### src/rtl/ps_cfg_master.sv
module ps_cfg_master #(
  parameter int CYC_PER_US = 50,
  parameter int HOLD_US    = 3,
  parameter int WAIT_US    = 5,
  parameter int HALF_CYC   = 8,
  parameter int AW         = 16,
  parameter int START_ADDR = 0,
  parameter int LEN_BYTES  = 1024,
  parameter int TRAIL_CLKS = 16,
  parameter int MAX_RETRY  = 3
) (
  input  logic          clk,
  input  logic          rst_n,
  input  logic          start,
  output logic          cfg_req_n,
  input  logic          tgt_stat_n,
  input  logic          tgt_cfg_done,
  output logic          ser_clk,
  output logic          ser_dat,
  output logic [AW-1:0] mem_addr,
  input  logic [7:0]    mem_rdata,
  output logic          busy,
  output logic          done,
  output logic          error
);
  localparam int HOLD_CYC = HOLD_US * CYC_PER_US;
  localparam int WAIT_CYC = WAIT_US * CYC_PER_US;
  localparam int MAX_A    = (HOLD_CYC > WAIT_CYC) ? HOLD_CYC : WAIT_CYC;
  localparam int MAX_B    = (CYC_PER_US > HALF_CYC) ? CYC_PER_US : HALF_CYC;
  localparam int MAXC     = (MAX_A > MAX_B) ? MAX_A : MAX_B;
  localparam int CW       = $clog2(MAXC + 1);
  localparam int YW       = (LEN_BYTES > 1) ? $clog2(LEN_BYTES) : 1;
  localparam int TW       = $clog2(TRAIL_CLKS + 1);
  localparam int RW       = $clog2(MAX_RETRY + 1);

  localparam logic [CW-1:0] HOLD_END = CW'(HOLD_CYC - 1);
  localparam logic [CW-1:0] WAIT_END = CW'(WAIT_CYC - 1);
  localparam logic [CW-1:0] HALF_END = CW'(HALF_CYC - 1);
  localparam logic [CW-1:0] GAP_END  = CW'(CYC_PER_US - 1);
  localparam logic [YW-1:0] LAST_BYTE = YW'(LEN_BYTES - 1);
  localparam logic [TW-1:0] LAST_TRL  = TW'(TRAIL_CLKS - 1);
  localparam logic [RW-1:0] RETRY_LIM = RW'(MAX_RETRY);

  typedef enum logic [3:0] {
    S_IDLE, S_HOLD, S_WAIT, S_BLO, S_BHI, S_CHK, S_GAP, S_TLO, S_THI, S_DONE, S_ERR
  } st_t;

  st_t           st;
  logic [CW-1:0] cnt;
  logic [YW-1:0] byte_i;
  logic [2:0]    bit_i;
  logic [TW-1:0] tcnt;
  logic [RW-1:0] rcnt;
  logic          last_bit, bad;

  assign last_bit = (byte_i == LAST_BYTE) && (bit_i == 3'd7);
  assign bad = (st == S_HOLD && cnt == HOLD_END && tgt_stat_n) ||
               (st == S_CHK && (!tgt_stat_n || (last_bit && !tgt_cfg_done)));

  always_ff @(posedge clk or negedge rst_n) begin
    if (!rst_n) begin
      st <= S_IDLE; cnt <= '0; byte_i <= '0; bit_i <= '0; tcnt <= '0; rcnt <= '0;
    end else if (bad) begin
      cnt <= '0;
      if (rcnt == RETRY_LIM) st <= S_ERR;
      else begin
        rcnt <= rcnt + 1'b1;
        st   <= S_GAP;
      end
    end else begin
      case (st)
        S_IDLE, S_DONE: if (start) begin st <= S_HOLD; cnt <= '0; rcnt <= '0; end
        S_HOLD: if (cnt == HOLD_END) begin st <= S_WAIT; cnt <= '0; end
                else cnt <= cnt + 1'b1;
        S_WAIT: if (cnt == WAIT_END) begin
                  st <= S_BLO; cnt <= '0; byte_i <= '0; bit_i <= '0;
                end else cnt <= cnt + 1'b1;
        S_BLO:  if (cnt == HALF_END) begin st <= S_BHI; cnt <= '0; end
                else cnt <= cnt + 1'b1;
        S_BHI:  if (cnt == HALF_END) begin st <= S_CHK; cnt <= '0; end
                else cnt <= cnt + 1'b1;
        S_CHK:  if (last_bit) begin st <= S_TLO; tcnt <= '0; end
                else begin
                  st    <= S_BLO;
                  bit_i <= bit_i + 3'd1;
                  if (bit_i == 3'd7) byte_i <= byte_i + 1'b1;
                end
        S_GAP:  if (cnt == GAP_END) begin st <= S_HOLD; cnt <= '0; end
                else cnt <= cnt + 1'b1;
        S_TLO:  if (cnt == HALF_END) begin st <= S_THI; cnt <= '0; end
                else cnt <= cnt + 1'b1;
        S_THI:  if (cnt == HALF_END) begin
                  cnt <= '0;
                  if (tcnt == LAST_TRL) st <= S_DONE;
                  else begin tcnt <= tcnt + 1'b1; st <= S_TLO; end
                end else cnt <= cnt + 1'b1;
        default: st <= st;
      endcase
    end
  end

  assign cfg_req_n = !(st == S_HOLD || st == S_WAIT);
  assign ser_clk   = (st == S_BHI) || (st == S_THI);
  assign ser_dat   = (st == S_BLO || st == S_BHI || st == S_CHK) && mem_rdata[bit_i];
  assign mem_addr  = AW'(START_ADDR) + AW'(byte_i);
  assign done      = (st == S_DONE);
  assign error     = (st == S_ERR);
  assign busy      = !(st == S_IDLE || st == S_DONE || st == S_ERR);
endmodule


### config.mk
export PLATFORM = sky130hd
export DESIGN_NAME = ps_cfg_master
export DESIGN_NICKNAME = d
export VERILOG_FILES = /design/src/rtl/ps_cfg_master.sv
export SDC_FILE = /design/constraint.sdc
export NUM_CORES = 1
export LEC_CHECK = 0
export CAP_MARGIN = 20
export CORE_MARGIN = 3
export CORE_UTILIZATION = 55
export DETAILED_ROUTE_END_ITERATION = 16
export PLACE_DENSITY = 0.79
export SLEW_MARGIN = 20
export SYNTH_ARGS = -nofsm -noshare
export SYNTH_HDL_FRONTEND = slang
export SYNTH_SLANG_ARGS = --single-unit
### constraint.sdc
create_clock -name clk -period 2.9 [get_ports clk]
set_clock_uncertainty 0.2 [all_clocks]
set_input_delay 0.435 -clock clk [delete_from_list [all_inputs] [get_ports clk]]
set_output_delay 0.435 -clock clk [all_outputs]
set_load 0.005 [all_outputs]
==> impl_metrics.tcl, run 1 <==
set metrics [dict create \
    outcome "finished clean" \
    finalWeightedCongestion 0.882 \
    layout_commonest_cell "dfrtp_1" \
    yosys_warnings 0 \
    synth_fa_ha_area_share_pct 3.99 \
    path_delay_family "simple AND/OR/NAND/NOR gates" \
    cp.arrival_ps 2690 \
    setup_violations 0 \
    path_max_fanout 7 \
    finalCriticalPeriod_ps 2720 \
    drv_cap 0 \
    antenna_found_initial 0 \
    synth_ff_type "dfrtp_1" \
    placed_area_um2 2780 \
    ys_ff_latch 32 \
    die_w_um 73.5 \
    reg2reg_from "bit_i[0]$_DFFE_PN0P_" \
    holdBufCountCts 0 \
    final_cell_area_um2 2870 \
    synth-simple-area-share_pct 28.5 \
    rows 23 \
    synth_edf_count 0 \
    synth_mux_area_share_pct 4.94 \
    holdCritStartpoint "tcnt[4]$_DFFE_PN0P_" \
    grt_usage_pct 23.0 \
    numCtsBuffers 5 \
    grt_pass1_wl_mm 9.78 \
    dp_hpwl_mm 4.18 \
    crit_buf_inv 0 \
    insertion_delay_ps 290 \
    drv_slew 0 \
    vias 2175 \
    cts_tree "yes" \
    ctsLongestPathBuffers 2 \
    fin_nets 314 \
    rsz0062_at_grt "false" \
    n_fill_cell 353 \
    fin_cells 344 \
    hold_class "flop to flop" \
    ys_seq_area_share_pct 31.9 \
    ctsResizeCount 0 \
    leakage_nw 1.11 \
    fp.coreArea_um2 4200 \
    critical_path_class "flop to flop" \
    p_per_area_nw_per_um2 296 \
    antenna_cells 0 \
    hold_violations 0 \
    drt_first_pass_iters 5 \
    drcViolationCount 0 \
    worstPathRequired_ps 2880 \
    fp.dieH_um 73.5 \
    crit_path_top_delay_cell "or4_4" \
    io-pin-count 35 \
    synth_xor_area_share_pct 0.698 \
    fmax_ghz 0.368 \
    synth_top_family_by_area "simple AND/OR/NAND/NOR gates" \
    post_cts_buffers 0 \
    synth_cells 262 \
    portBuffers 28 \
    irDropWorstVdd_uv 384 \
    ys_async_sr_fraction_pct 100 \
    synth_compound_area_share_pct 22.1 \
    synth_area_per_cell_um2 9.58 \
    dieArea_um2 5410 \
    routedWlPerCell_um 16.8 \
    cts.sinks 32 \
    syn-cell-area_um2 2510 \
    crit_start "bit_i[0]$_DFFE_PN0P_" \
    dp_cells 336 \
    grt_overflow 0 \
    worstSetupEndpointType "flop" \
    htreeDepth 2 \
    fin_tns_setup_ps 0 \
    drt_iter0_markers 288 \
    cpPeakStageDelay_ps 500 \
    start_kind "flop" \
    area_growth_pct 14.6 \
    vias_per_cell 6.32 \
    ctsRootBufferMaster "clkbuf_8" \
    path_clk_slew_ps 70 \
    drive_above_1_share_pct 14.6 \
    drt_wl_total_mm 5.77 \
    grt_pass1_vias 2033 \
    grt_max_degree 33 \
    path_cells "ha_1, ha_2, nand4_1, or4_4, o2bb2ai_4, mux2_1, a32o_1" \
    layout_common_cells "dfrtp_1 (32), clkdlybuf4s50_1 (28), nand2_1 (19), nor2_1 (16), o21ai_0 (15)" \
    initial_core_util_pct 59.7 \
    final.period_utilization_pct 93.6 \
    ys_types 75 \
    ant_nets 0 \
]
[routing by layer]
metal	part of all wire, %	up-vias	GRT usage (%)
met5	0	-	0
met4	1.1	0	5.23
met3	6.0	8	4.79
met2	46	81	34.1
met1	47	1028	34.4
li1	-	1058	-
[flip-flops by register name, indices dropped and copies added (netlist names)]
name,count
bit_i,3
byte_i,10
cnt,8
rcnt,2
st,4
tcnt,5
[worst register-to-register path, delay by kind of cell (launching register included)]
kind / cells / cell delay, ps
fa+ha+maj: 2 / 440
compound gates: 2 / 460
simple gates: 2 / 690
flops: 1 / 450
mux: 1 / 370
[final cells by class]
type,instances,area [µm²],area share [%]
clock buffers,6,82.6,2.87
clock inverters,2,10.0,0.348
inverters,11,41.3,1.44
multi-input cells,207,1540,53.5
flip-flops and latches,32,801,27.9
well taps,50,62.6,2.18
repair buffers,36,340,11.8
[synthesized netlist by cell type, drive strengths merged (5+ instances only)]
library cell / count / area [µm²]
nand2: 19 / 71.3
nand4: 5 / 31.3
or4: 9 / 73.8
o21ai: 16 / 80.1
nor2: 17 / 71.3
dfrtp: 32 / 801
inv: 11 / 41.3
nand3: 14 / 70.1
o211ai: 12 / 90.1
ha: 8 / 100
buf: 12 / 111
clkbuf: 5 / 40.0
nor2b: 6 / 37.5
nor4: 5 / 61.3
[through the flow]
stage / hold WS [ps] / power [W] / setup slack [ps] / utilization [%]
after floorplan: -60.6 / 0.000468 / 359 / -
after global placement: 276 / 0.000491 / 250 / 66.1
after detailed placement: 284 / 0.000491 / 125 / 66.1
after CTS: 301 / 0.000853 / 115 / 68.3
after global routing: 322 / 0.000873 / 35.7 / 68.4
final: 308 / 0.000850 / 185 / 68.4
[worst paths after layout]
kind | cells past startpoint | slack, ps | to
worst min register to register | 1 | 310 | tcnt[4]$_DFFE_PN0P_
worst min-delay path | 1 | 310 | tcnt[4]$_DFFE_PN0P_
min in group asynchronous | 2 | 350 | tcnt[0]$_DFFE_PN0P_
worst max-delay path | 7 | 180 | rcnt[1]$_DFFE_PN0P_
worst max register to register | 7 | 180 | rcnt[1]$_DFFE_PN0P_
max in group asynchronous | 2 | 1840 | cnt[4]$_DFFE_PN0P_
[report_power, final]
part | internal, W | leakage [nW] | switching [W] | total [W]
sequential | 0.000447 | 0.372 | 0.000000630 | 0.000447
clock | 0.000189 | 0.0510 | 0.000178 | 0.000367
combinational | 0.0000187 | 0.690 | 0.0000163 | 0.0000349
total | 0.000655 | 1.11 | 0.000195 | 0.000850
[kinds of logic after synthesis]
| group | after synthesis |
|---|---|
| adders and majority gates | 8 |
| DFF | 32 |
| buffers and inverters | 28 |
| other | 1 |
| xor gates and xnor gates | 2 |
| AOI/OAI and AO/OA | 71 |
| muxes | 9 |
| and+or+nand+nor | 111 |
No activity file was read; power rests on OpenSTA's default activity.
==> run 2, diff against run 1 <==
--- a/config.mk
+++ b/config.mk
@@ -9,6 +9,7 @@
 export CORE_MARGIN = 3
 export CORE_UTILIZATION = 55
 export DETAILED_ROUTE_END_ITERATION = 16
+export GPL_TIMING_DRIVEN = 0
 export PLACE_DENSITY = 0.79
 export SLEW_MARGIN = 20
 export SYNTH_ARGS = -nofsm -noshare
==> run 2 against run 1 <==
Utilization rose by 2.7 points. Critical path type unchanged. Non-clock buffer count rose by 9. First-iteration DRC count fell by 8.0%.
==> impl_metrics.tcl, run 2 (synthesis gave the netlist of run 1 again) <==
set metrics [dict create \
    drv_slew 0 \
    fin_tns_setup_ps 0 \
    p_sw_w 0.000184 \
    antenna_found_initial 0 \
    worstPathRequired_ps 2880 \
    numCtsBuffers 5 \
    fp.coreArea_um2 4200 \
    dr_wl_met3_um 340 \
    clockPowerShare_pct 42.1 \
    drt_iter0_markers 265 \
    finalWeightedCongestion 0.901 \
    layout_commonest_cell "dfrtp_1" \
    routed.top_layer "met4" \
    rsz0062_at_grt "false" \
    drive_above_1_share_pct 16.5 \
    p_per_area_nw_per_um2 285 \
    critical_path_class "flop to flop" \
    finalCriticalPeriod_ps 2750 \
    hold_violations 0 \
    start_kind "flop" \
    outcome "finished clean" \
    fmax_ghz 0.363 \
    grt_max_degree 18 \
    dp_hpwl_mm 4.44 \
    internal_power_w 0.000667 \
    path_cells "ha_1, ha_2, nand4_1, or4_4, o2bb2ai_4, mux2_1, a32o_1" \
    wl_met1_mm 2.66 \
    leakage_nw 1.17 \
    cp.arrival_ps 2730 \
    cts_tree "yes" \
    area_growth_pct 19.1 \
    ctsLongestPathBuffers 2 \
    grt_pass1_vias 2036 \
    insertion_delay_ps 280 \
    vias_per_cell 6.32 \
    crit_path_top_delay_cell "or4_4" \
    largest-register "byte_i" \
    layout_common_cells "dfrtp_1 (32), clkdlybuf4s50_1 (27), nand2_1 (19), nor2_1 (16), o21ai_0 (15)" \
    slew_headroom_pct 60.0 \
    path_clk_slew_ps 70 \
    htreeDepth 2 \
    final.period_utilization_pct 95.0 \
    hold_class "flop to flop" \
    fp.dieH_um 73.5 \
    vias 2231 \
    routed-wl-met2_mm 2.86 \
    post_cts_buffers 0 \
    largest_reg_flops 10 \
    p_comb_share_pct 5.3 \
    irDropWorstVdd_uv 268 \
    dieArea_um2 5410 \
    worstMarginPinSlew_ps 596 \
    ctsRootBufferMaster "clkbuf_8" \
    initial_core_util_pct 59.7 \
    ant_nets 0 \
    grt_pass1_wl_mm 9.72 \
    worstSetupEndpointType "flop" \
    rows 23 \
    routedWlPerCell_um 16.8 \
    drt_wl_total_mm 5.91 \
    grt_usage_pct 22.8 \
    die_w_um 73.5 \
    drt_first_pass_iters 4 \
    switching_share_pct 21.6 \
    path_max_fanout 7 \
    placed_area_um2 2890 \
    io-pin-count 35 \
    antenna_cells 0 \
    drv_cap 0 \
    setup_violations 0 \
    cpPeakStageDelay_ps 510 \
    cts.sinks 32 \
    drcViolationCount 0 \
    pwr-share-seq_pct 52.6 \
    final_cell_area_um2 2990 \
    grt_overflow 0 \
    ff2ff_setup_slack_ps 150 \
    fin_nets 323 \
    portBuffers 28 \
    top_regs "byte_i x10, cnt x8, tcnt x5" \
]
-- run 2: final timing paths --
check,start,endpoint,cells after the start
worst max-delay path,bit_i[0]$_DFFE_PN0P_,rcnt[1]$_DFFE_PN0P_,7
worst min-delay path,rcnt[1]$_DFFE_PN0P_,rcnt[1]$_DFFE_PN0P_,1
worst max register to register,bit_i[0]$_DFFE_PN0P_,rcnt[1]$_DFFE_PN0P_,7
worst min register to register,rcnt[1]$_DFFE_PN0P_,rcnt[1]$_DFFE_PN0P_,1
max in group asynchronous,rst_n,cnt[6]$_DFFE_PN0P_,3
min in group asynchronous,rst_n,rcnt[0]$_DFFE_PN0P_,2
-- run 2: cell type report --
type,count,area (µm²)
Multi-Input combinational cell,207,1540
Fill cell,346,1210
Tap cell,50,62.6
Timing Repair Buffer,30,313
Buffer,15,144
Sequential cell,32,801
Clock buffer,8,90.1
Inverter,11,41.3
-- run 2: worst max-delay path: cells and delay by family, from the launching register on --
family          cells  cell delay (ps)
compound gates      2              460
fa+ha+maj           2              440
flops               1              470
mux                 1              380
simple gates        2              690
-- run 2: what timing repair did --
action	CTS	global route
endpoints found under the setup margin	0	2
gates resized for setup	0	1
endpoints found under the hold margin	15	0
hold buffers	1	0
-- run 2: routing by layer --
layer / up-vias / track usage, %
li1: 1076 / -
met4: 0 / 5.63
met3: 7 / 3.97
met1: 1080 / 34.0
met2: 68 / 34.4
met5: - / 0
-- run 2: power groups by stage --
stage	clock, W	sequential (W)	combinational [W]
6_report	0.000359	0.000448	0.0000450
5_1_grt	0.000387	0.000447	0.0000487
4_1_cts	0.000367	0.000448	0.0000455
3_5_place_dp	0	0.000456	0.0000445
3_3_place_gp	0	0.000456	0.0000393
2_1_floorplan	0	0.000456	0.0000125
-- run 2: metrics by stage --
stage          setup slack (ps)  cells  utilization, %  total power (W)  hold WS [ps]
6_report                    145    353            71.1         0.000851           301
5_1_grt                    56.9    353            71.1         0.000883           332
4_1_cts                    86.1    355            71.2         0.000860           305
3_5_place_dp                108    346            68.9         0.000501           194
3_3_place_gp                149    345            68.3         0.000495           271
2_1_floorplan               359    267               -         0.000468         -60.6
==> run 3, diff against run 2 <==
--- a/config.mk
+++ b/config.mk
@@ -9,7 +9,6 @@
 export CORE_MARGIN = 3
 export CORE_UTILIZATION = 55
 export DETAILED_ROUTE_END_ITERATION = 16
-export GPL_TIMING_DRIVEN = 0
 export PLACE_DENSITY = 0.79
 export SLEW_MARGIN = 20
 export SYNTH_ARGS = -nofsm -noshare
==> results of run 3 <==
Same layout as run 1: the final DEF is identical, and so are final timing and power.
